==> src/rtl/ccgen_pkg.sv <==
package ccgen_pkg;

    typedef enum logic [1:0] {
        CC_ADD   = 2'd0,
        CC_SUB   = 2'd1,
        CC_LOGIC = 2'd2,
        CC_HOLD  = 2'd3
    } cc_class_e;

    typedef struct packed {
        logic neg;
        logic zero;
        logic ovf;
        logic cry;
    } cc_flags_t;

    localparam int unsigned CC_FLAG_W = $bits(cc_flags_t);

    // Flag rules reduced to the three sign bits (operand a, operand b, result).
    function automatic logic add_overflow(input logic sa, input logic sb, input logic sr);
        return (sa & sb & ~sr) | (~sa & ~sb & sr);
    endfunction

    function automatic logic add_carry(input logic sa, input logic sb, input logic sr);
        return (sa & sb) | ((sa | sb) & ~sr);
    endfunction

    function automatic logic sub_overflow(input logic sa, input logic sb, input logic sr);
        return (sa & ~sb & ~sr) | (~sa & sb & sr);
    endfunction

    function automatic logic sub_borrow(input logic sa, input logic sb, input logic sr);
        return (~sa & sb) | ((~sa | sb) & sr);
    endfunction

endpackage

==> src/rtl/ccgen_sign_flags.sv <==
module ccgen_sign_flags #(
    parameter int unsigned DATA_W = 32
) (
    input  logic [DATA_W-1:0] result,
    output logic              neg,
    output logic              zero
);
    localparam int unsigned MSB = DATA_W - 1;

    assign neg  = result[MSB];
    assign zero = ~|result;
endmodule

==> src/rtl/ccgen_arith_flags.sv <==
module ccgen_arith_flags
    import ccgen_pkg::*;
#(
    parameter int unsigned DATA_W = 32
) (
    input  logic [DATA_W-1:0] op_a,
    input  logic [DATA_W-1:0] op_b,
    input  logic [DATA_W-1:0] result,
    input  logic              is_sub,
    output logic              ovf,
    output logic              cry
);
    localparam int unsigned MSB = DATA_W - 1;

    logic sa, sb, sr;
    assign sa = op_a[MSB];
    assign sb = op_b[MSB];
    assign sr = result[MSB];

    always_comb begin
        if (is_sub) begin
            ovf = sub_overflow(sa, sb, sr);
            cry = sub_borrow(sa, sb, sr);
        end else begin
            ovf = add_overflow(sa, sb, sr);
            cry = add_carry(sa, sb, sr);
        end
    end

    // Wide arithmetic reference used only by the assertions below.
    logic [DATA_W:0] ref_sum, ref_dif;
    assign ref_sum = {1'b0, op_a} + {1'b0, op_b};
    assign ref_dif = {1'b0, op_a} - {1'b0, op_b};

    always_comb begin
        if (!is_sub && result == ref_sum[MSB:0]) begin
            p_add_carry_r4: assert (cry == ref_sum[DATA_W])
                else $error("add carry differs from 33-bit sum");
            p_add_overflow_r3: assert (ovf == ((sa == sb) && (sr != sa)))
                else $error("add overflow differs from signed reference");
        end
        if (is_sub && result == ref_dif[MSB:0]) begin
            p_sub_borrow_r6: assert (cry == (op_a < op_b))
                else $error("subtract borrow differs from unsigned compare");
            p_sub_overflow_r5: assert (ovf == ((sa != sb) && (sr != sa)))
                else $error("subtract overflow differs from signed reference");
        end
    end
endmodule

==> src/rtl/ccgen_merge.sv <==
module ccgen_merge
    import ccgen_pkg::*;
#(
    parameter int unsigned STATUS_W = 32,
    parameter int unsigned FLAG_LSB = 20
) (
    input  logic [STATUS_W-1:0] status_in,
    input  cc_flags_t           flags,
    input  logic                write_en,
    output logic [STATUS_W-1:0] status_out
);
    localparam int unsigned FLAG_MSB = FLAG_LSB + CC_FLAG_W - 1;

    logic [CC_FLAG_W-1:0] flag_bits;
    assign flag_bits = flags;

    for (genvar i = 0; i < STATUS_W; i++) begin : g_bit
        if (i >= FLAG_LSB && i <= FLAG_MSB) begin : g_flag
            assign status_out[i] = write_en ? flag_bits[i-FLAG_LSB] : status_in[i];
        end else begin : g_keep
            assign status_out[i] = status_in[i];
        end
    end

    always_comb begin
        p_other_bits_kept_r8: assert (status_out[STATUS_W-1:FLAG_MSB+1] == status_in[STATUS_W-1:FLAG_MSB+1]
                                   && status_out[FLAG_LSB-1:0] == status_in[FLAG_LSB-1:0])
            else $error("status bits outside the flag field changed");
    end
endmodule

==> src/rtl/ccgen_top.sv <==
module ccgen_top
    import ccgen_pkg::*;
#(
    parameter int unsigned DATA_W   = 32,
    parameter int unsigned STATUS_W = 32,
    parameter int unsigned FLAG_LSB = 20
) (
    input  logic [DATA_W-1:0]   op_a,
    input  logic [DATA_W-1:0]   op_b,
    input  logic [DATA_W-1:0]   result,
    input  logic [1:0]          op_class,
    input  logic [STATUS_W-1:0] status_in,
    output logic [STATUS_W-1:0] status_out
);
    localparam int unsigned MSB    = DATA_W - 1;
    localparam int unsigned N_POS  = FLAG_LSB + 3;
    localparam int unsigned Z_POS  = FLAG_LSB + 2;
    localparam int unsigned V_POS  = FLAG_LSB + 1;
    localparam int unsigned C_POS  = FLAG_LSB;

    cc_class_e cls;
    assign cls = cc_class_e'(op_class);

    logic neg, zero, ovf_ar, cry_ar;
    cc_flags_t flags;

    ccgen_sign_flags #(.DATA_W(DATA_W)) u_sign (
        .result (result),
        .neg    (neg),
        .zero   (zero)
    );

    ccgen_arith_flags #(.DATA_W(DATA_W)) u_arith (
        .op_a   (op_a),
        .op_b   (op_b),
        .result (result),
        .is_sub (cls == CC_SUB),
        .ovf    (ovf_ar),
        .cry    (cry_ar)
    );

    always_comb begin
        flags.neg  = neg;
        flags.zero = zero;
        // Logical class clears overflow and carry.
        flags.ovf  = (cls == CC_LOGIC) ? 1'b0 : ovf_ar;
        flags.cry  = (cls == CC_LOGIC) ? 1'b0 : cry_ar;
    end

    ccgen_merge #(.STATUS_W(STATUS_W), .FLAG_LSB(FLAG_LSB)) u_merge (
        .status_in  (status_in),
        .flags      (flags),
        .write_en   (cls != CC_HOLD),
        .status_out (status_out)
    );

    always_comb begin
        if (cls != CC_HOLD) begin
            p_neg_follows_msb_r1: assert (status_out[N_POS] == result[MSB])
                else $error("negative flag differs from result sign");
            p_zero_on_clear_result_r2: assert (status_out[Z_POS] == (result == '0))
                else $error("zero flag differs from result compare");
        end
        if (cls == CC_LOGIC) begin
            p_logic_clears_vc_r7: assert (!status_out[V_POS] && !status_out[C_POS])
                else $error("logical class left overflow or carry set");
        end
        if (cls == CC_HOLD) begin
            p_hold_passes_status_r9: assert (status_out == status_in)
                else $error("hold class altered the status word");
        end
    end
endmodule

==> config.mk <==
export PLATFORM = sky130hd
export DESIGN_NAME = ccgen_top
export DESIGN_NICKNAME = d
export VERILOG_FILES = /design/src/rtl/ccgen_pkg.sv /design/src/rtl/ccgen_sign_flags.sv /design/src/rtl/ccgen_arith_flags.sv /design/src/rtl/ccgen_merge.sv /design/src/rtl/ccgen_top.sv
export SDC_FILE = /design/constraint.sdc
export NUM_CORES = 1
export LEC_CHECK = 0
export ABC_AREA = 1
export BUFFER_PORTS_ARGS = -buffer_cell sky130_fd_sc_hd__buf_2
export CAP_MARGIN = 20
export CORE_ASPECT_RATIO = 0.5
export CORE_MARGIN = 1.5
export CORE_UTILIZATION = 17
export DETAILED_ROUTE_END_ITERATION = 16
export PLACE_DENSITY = 0.78
export SLEW_MARGIN = 10
export SYNTH_ARGS = -nofsm -noshare
export SYNTH_HDL_FRONTEND = slang
export SYNTH_HIERARCHICAL = 1
export SYNTH_SLANG_ARGS = --single-unit
==> constraint.sdc <==
create_clock -name vclk -period 1.1
set_input_delay 0.22 -clock vclk [all_inputs]
set_output_delay 0.22 -clock vclk [all_outputs]
set_load 0.02 [all_outputs]
# Yosys cells after proc, flatten, opt, wreduce, memory -nomap -nowiden
# Cells that the tools add are included.
[totals]
ff_bits = 0
latch_bits = 0
ramBits = 0
romBits = 0
wordCells = 32
memories = 0
[classes]
add_sub_neg = 0
multipliers = 0
n_div = 0
order_cmp = 0
eq_ne = 3
shift = 0
muxes = 8
bitwise_logic = 19
reduce_logical = 2
[ops]
columns = ["op", "count"]
rows = [
  ["$reduce_or 32->1", 1],
  ["$and 1x1->1", 10],
  ["$mux 1", 8],
  ["$or 1x1->1", 6],
  ["$not 1->1", 3],
  ["$eq 2x1->1 const B", 1],
  ["$eq 2x2->1 const B", 1],
  ["$ne 2x2->1 const B", 1],
  ["$logic_not 1->1", 1],
]

# Depth between registers and ports, before layout
# Gate-level depths: netlist (run 1).
[depth]
depth_word = 7
mapped_depth = 11

# Modules after synthesis
# The synthesis (run 1) kept the hierarchy.
[modules_own_cells]
columns = ["module", "instances", "cells_per_inst", "area_per_inst_um2"]
rows = [
  ["ccgen_merge", 1, 41, 259.0],
  ["ccgen_sign_flags", 1, 32, 123.9],
  ["ccgen_arith_flags", 1, 19, 73.8],
  ["ccgen_top", 1, 7, 28.8],
]

# Worst setup path before layout (run 1)
# Ideal clock, no wire load.
[synth_timing]
path_type = "in2out"
from = "input port op_class[0]"
to = "output port status_out[21]"
arrival_time_ns = 1.004
setup_slack_ns = -0.124
path_stages = 10
n_path_buf = 0
cell_sequence = "inv_1 > nor2_1 > inv_1 > nand2_1 > nand3_1 > nand2_1 > inv_1 > a21oi_1 > nand2_1 > nand2_1"
[synth_lines]
columns = ["element", "line_no", "source"]
rows = [
  ["start: declaration", "ccgen_top.sv:11", "input logic [1:0] op_class,"],
  ["end: declaration", "ccgen_top.sv:13", "output logic [STATUS_W-1:0] status_out"],
]

==> flow_metrics.tcl, run 1 <==
set metrics [dict create \
    place_congestion 0.628 \
    hpwlAfterDp_um 927 \
    seq_cell_count 0 \
    chipWidth_um 78.6 \
    period_share_pct 119 \
    cp-start-kind "input port" \
    violations "negative setup slack" \
    first_pass_iters 4 \
    crit_type "input port to primary output" \
    relSlewSlack_pct 91.7 \
    pre_cts_ws_ps -282 \
    final-instance-count-excl-fill 155 \
    cp.required_ps 880 \
    power.density_nw_per_um2 345 \
    pin_count 162 \
    drc 0 \
    place_inst 153 \
    drt_iter0_markers 6 \
    period_needed_ps 1310 \
    dieArea_um2 3200 \
    finalHoldViolations 0 \
    crit_fanout 3 \
    portBuffers 44 \
    rsz0062_at_grt "yes" \
    netlist-cell-type-count 7 \
    grt_max_degree 6 \
    wire_per_inst_um 8.83 \
    synthesis.area_um2 485 \
    postRouteAntennaNets 0 \
    hold_path_class "input port to primary output" \
    clock_buffers 0 \
    area_delta_synth_final_pct 53.6 \
    dieHeight_um 40.8 \
    drive_gt1_share_pct 57.6 \
    outcome "finished with violations" \
    grt_first_pass_wirelength_um 1750 \
    antenna_found_initial 0 \
    setup_ws_ps -206 \
    grt.overflow.total 0 \
    setup_tns_ps -507 \
    wirelength_um 1370 \
    design.core.area_um2 2650 \
    synth_nets 229 \
    ys_seq_area_share_pct 0 \
    leakagePower_uw 0.000399 \
    setup-violations-final 3 \
    grt_usage_pct 6.88 \
    synthTopCellsByArea "buf_4, nand2_1, nor2_1" \
    grt_pass1_vias 446 \
    ys_warn_count 6 \
    yosys.area.top_type "buf_4" \
    final_nets 250 \
    peakVddDrop_mv 0.0527 \
    start_util_pct 18.3 \
    cp.arrival_ps 1090 \
    antenna_cells 0 \
    netlist.area_leader.share_pct 44.8 \
    fp-row-count 13 \
    syn_area_per_cell_um2 4.90 \
    final-max-slew-violation-count 0 \
    max_freq_mhz 765 \
    worstSetupEndpointType "primary output" \
    via_per_inst 3.66 \
    worst_pin_slew_ps 125 \
    seqCellArea_um2 0 \
    netlist_instances 99 \
    total_power_uw 257 \
    drv_cap 0 \
    vias 568 \
]
==> what timing repair did <==
action,4_1_cts,5_1_grt
resized for setup,23,20
setup endpoints to repair,3,4
pin swaps,25,20
setup buffers,1,1
hold buffers,0,0
==> critical path, cell delays in order <==
cell     delay [ps]
buf_8           100
inv_4            50
nor2_4           40
nand2_2          70
buf_4           110
nand3_2          60
nand2_1          50
inv_1            30
a21oi_1         100
nand2_1          80
nand2_2          60
buf_6           110
==> cell type report <==
type / count / area (um^2)
multi-input cells: 61 / 305
repair buffers: 48 / 358
fillers: 293 / 1910
inverters: 9 / 36.3
well taps: 37 / 46.3
==> power breakdown <==
| group | switching, uW | total, uW | internal, uW |
|---|---|---|---|
| logic | 111 | 257 | 146 |
| registers | 0 | 0 | 0 |
| clock network | 0 | 0 | 0 |
==> cell usage in the layout, fill, tap and decap left out <==
| cell type | count |
|---|---|
| nand2_1 | 29 |
| inv_2 | 2 |
| nor2_2 | 5 |
| nand3_2 | 1 |
| nor2_4 | 5 |
| a21oi_2 | 1 |
| nor2_1 | 13 |
| nand3_1 | 1 |
| inv_4 | 1 |
| nand2_2 | 5 |
| buf_4 | 4 |
| buf_6 | 14 |
| inv_1 | 6 |
| buf_2 | 28 |
| a21oi_1 | 1 |
| buf_8 | 2 |
==> synth_stat cells (all sizes together) <==
library cell and n:
a21oi 2, buf 29, inv 9, nand2 34, nand3 2, nor2 23
==> kinds of logic after synthesis <==
group / after synthesis / synth area share, %
AO/OA/AOI/OAI: 2 / 2.06
buffers and inverters: 38 / 51.8
AND/OR/NAND/NOR: 59 / 46.1
==> per-stage QoR <==
stage          util (%)  hold slack, ps  instance area [um^2]
2_1_floorplan         -             553                   498
3_3_place_gp       21.2             440                   562
3_5_place_dp       21.2             440                   562
4_1_cts            24.6             440                   653
5_1_grt            28.1             440                   746
6_report           28.1             440                   746
==> per-layer routing <==
layer	GRT usage [%]	vias up	part of all wire, %
li1	-	303	-
met1	5.38	244	25
met2	15.5	11	65
met3	1.33	10	6.2
met4	7.14	0	4.0
met5	0	-	0
==> final timing paths <==
kind                      start              to  slack (ps)  cells past startpoint
setup / recovery    op_class[0]  status_out[21]        -210                     12
hold / removal    status_in[13]  status_out[13]         440                      0
Note: power is estimated with default switching activity, not from simulation.
==> inputs of run 2 (changes only) <==
--- a/config.mk
+++ b/config.mk
@@ -6,15 +6,14 @@
 export NUM_CORES = 1
 export LEC_CHECK = 0
 export ABC_AREA = 1
-export BUFFER_PORTS_ARGS = -buffer_cell sky130_fd_sc_hd__buf_2
+export BUFFER_PORTS_ARGS = -buffer_cell sky130_fd_sc_hd__buf_4
 export CAP_MARGIN = 20
 export CORE_ASPECT_RATIO = 0.5
 export CORE_MARGIN = 1.5
-export CORE_UTILIZATION = 17
+export CORE_UTILIZATION = 16
 export DETAILED_ROUTE_END_ITERATION = 16
 export PLACE_DENSITY = 0.78
 export SLEW_MARGIN = 10
 export SYNTH_ARGS = -nofsm -noshare
 export SYNTH_HDL_FRONTEND = slang
-export SYNTH_HIERARCHICAL = 1
 export SYNTH_SLANG_ARGS = --single-unit
==> run 2 against run 1 <==
- the flow still finishes with violations (negative setup slack)
- via count is 0.70% lower
- count of clock-buffer cells in the layout did not move
- worst setup slack better by 150 ps
- power is 21% higher
- synthesized cell count fell by 14%
- area after synthesis down 7.2%
- highest routed layer unchanged
==> flow_metrics.tcl, run 2 <==
set metrics [dict create \
    outcome "finished with violations" \
    violations "negative setup slack" \
    portBuffers 44 \
    final_area_um2 910 \
    netlist.area_leader.share_pct 46.7 \
    place_congestion 0.606 \
    grt.overflow.total 0 \
    max_freq_mhz 863 \
    total_power_uw 311 \
    seq_cell_count 0 \
    final-instance-count-excl-fill 143 \
    worst_pin_slew_ps 249 \
    rsz0062_at_grt "yes" \
    design.core.area_um2 2640 \
    synth_nets 215 \
    grt_pass1_vias 506 \
    syn_area_per_cell_um2 5.30 \
    setup-violations-final 2 \
    cp.required_ps 880 \
    leakagePower_uw 0.000415 \
    yosys.area.top_type "buf_4" \
    grt_usage_pct 6.72 \
    drc 0 \
    dieArea_um2 3160 \
    power.density_nw_per_um2 342 \
    drive_gt1_share_pct 76.4 \
    relSlewSlack_pct 83.4 \
    netlist_instances 85 \
    final_nets 238 \
    period_share_pct 105 \
    synthTopCellsByCount "buf_4, nor2_1, nand2_1" \
    fp-row-count 13 \
    grt_max_degree 6 \
    hpwlAfterDp_um 1070 \
    netlist-cell-type-count 13 \
    worstSetupEndpointType "primary output" \
    via_per_inst 3.94 \
    min_path_cells 0 \
    antenna_found_initial 0 \
    drv_cap 0 \
    layout_commonest_cell "buf_4" \
    hold_start "status_in[0]" \
    peakVddDrop_mv 0.0730 \
    final_cell_mix "buf_4, buf_6, nor2_4" \
    setup_ws_ps -58.4 \
    hold_end "status_out[0]" \
    wire_per_inst_um 10.2 \
    synthesis.area_um2 450 \
    dieHeight_um 40.5 \
    ys_warn_count 0 \
    place_inst 141 \
    wirelength_um 1460 \
    cp.arrival_ps 940 \
    pin_count 162 \
    first_pass_iters 2 \
    crit_type "input port to primary output" \
    yosysMostFrequentCell "buf_4" \
    crit_fanout 1 \
    postRouteAntennaNets 0 \
    final-max-slew-violation-count 0 \
    antenna_cells 0 \
    hold_path_class "input port to primary output" \
    start_util_pct 17.1 \
    grt_first_pass_wirelength_um 1740 \
    synthTopCellsByArea "buf_4, nor2_1, nand2_1" \
    area_delta_synth_final_pct 102 \
    chipWidth_um 78.0 \
    pre_cts_ws_ps -116 \
    period_needed_ps 1160 \
    cp-start-kind "input port" \
    vias 564 \
    ys_seq_area_share_pct 0 \
    finalHoldViolations 0 \
    drt_iter0_markers 4 \
    clock_buffers 0 \
    seqCellArea_um2 0 \
    placed_cell_area_um2 643 \
    postLayoutCoreUtil_pct 34.5 \
]
[run 2: cell types whose count changed after synthesis, moves of 2 or more]
cell,change
nand2_1,-17
inv_1,-4
nand3_1,+4
a21oi_1,-2
[run 2: what timing repair did]
item / 4_1_cts / 5_1_grt
pin swaps: 11 / 29
buffers inserted: 0 / 2
resized for setup: 19 / 50
endpoints found under the setup margin: 3 / 3
hold buffers: 0 / 0
[run 2: final cells by class]
type / count / area, um^2
fill: 279 / 1730
inverter: 5 / 21.3
timing repair buffer: 49 / 462
tap: 37 / 46.3
multi-input combinational: 52 / 380
[run 2: power by group]
part	switching [uW]	leakage, uW	internal (uW)
combinational	119	0.000415	192
clock	0	0	0
sequential	0	0	0
total	119	0.000415	192
[run 2: cells by family after synthesis]
logic type	after synthesis	share of synthesized area [%]
compound gates	3	4.44
buf+inv	33	50.8
simple gates	49	44.7
[run 2: metrics by stage]
step	TNS, ps	hold WS [ps]
2_1_floorplan	0	553
3_3_place_gp	-158	440
3_5_place_dp	-215	440
4_1_cts	-149	440
5_1_grt	-183	440
6_report	-64.8	440
[run 2: worst max path at each step]
stage | start | end | slack [ps] | depth (start not counted)
finish | result[9] | status_out[22] | -60 | 7
global route | result[21] | status_out[22] | -120 | 7
CTS | result[0] | status_out[22] | -120 | 7
detailed placement | result[7] | status_out[22] | -120 | 7
global placement | result[7] | status_out[22] | -90 | 7
floorplan | op_class[1] | status_out[22] | 80 | 5
[run 2: critical path: stages]
cell	delay, ps
buf_4	110
nor2_1	80
nand2_1	70
nor2_2	110
nand3_2	100
o21bai_4	120
buf_6	130
[run 2: per-layer routing]
metal	global-route usage [%]	vias up	share of wire, %
met4	2.68	0	0.34
met1	4.87	266	23
li1	-	276	-
met5	0	-	0
met3	0.227	2	6.6
met2	18.9	20	70
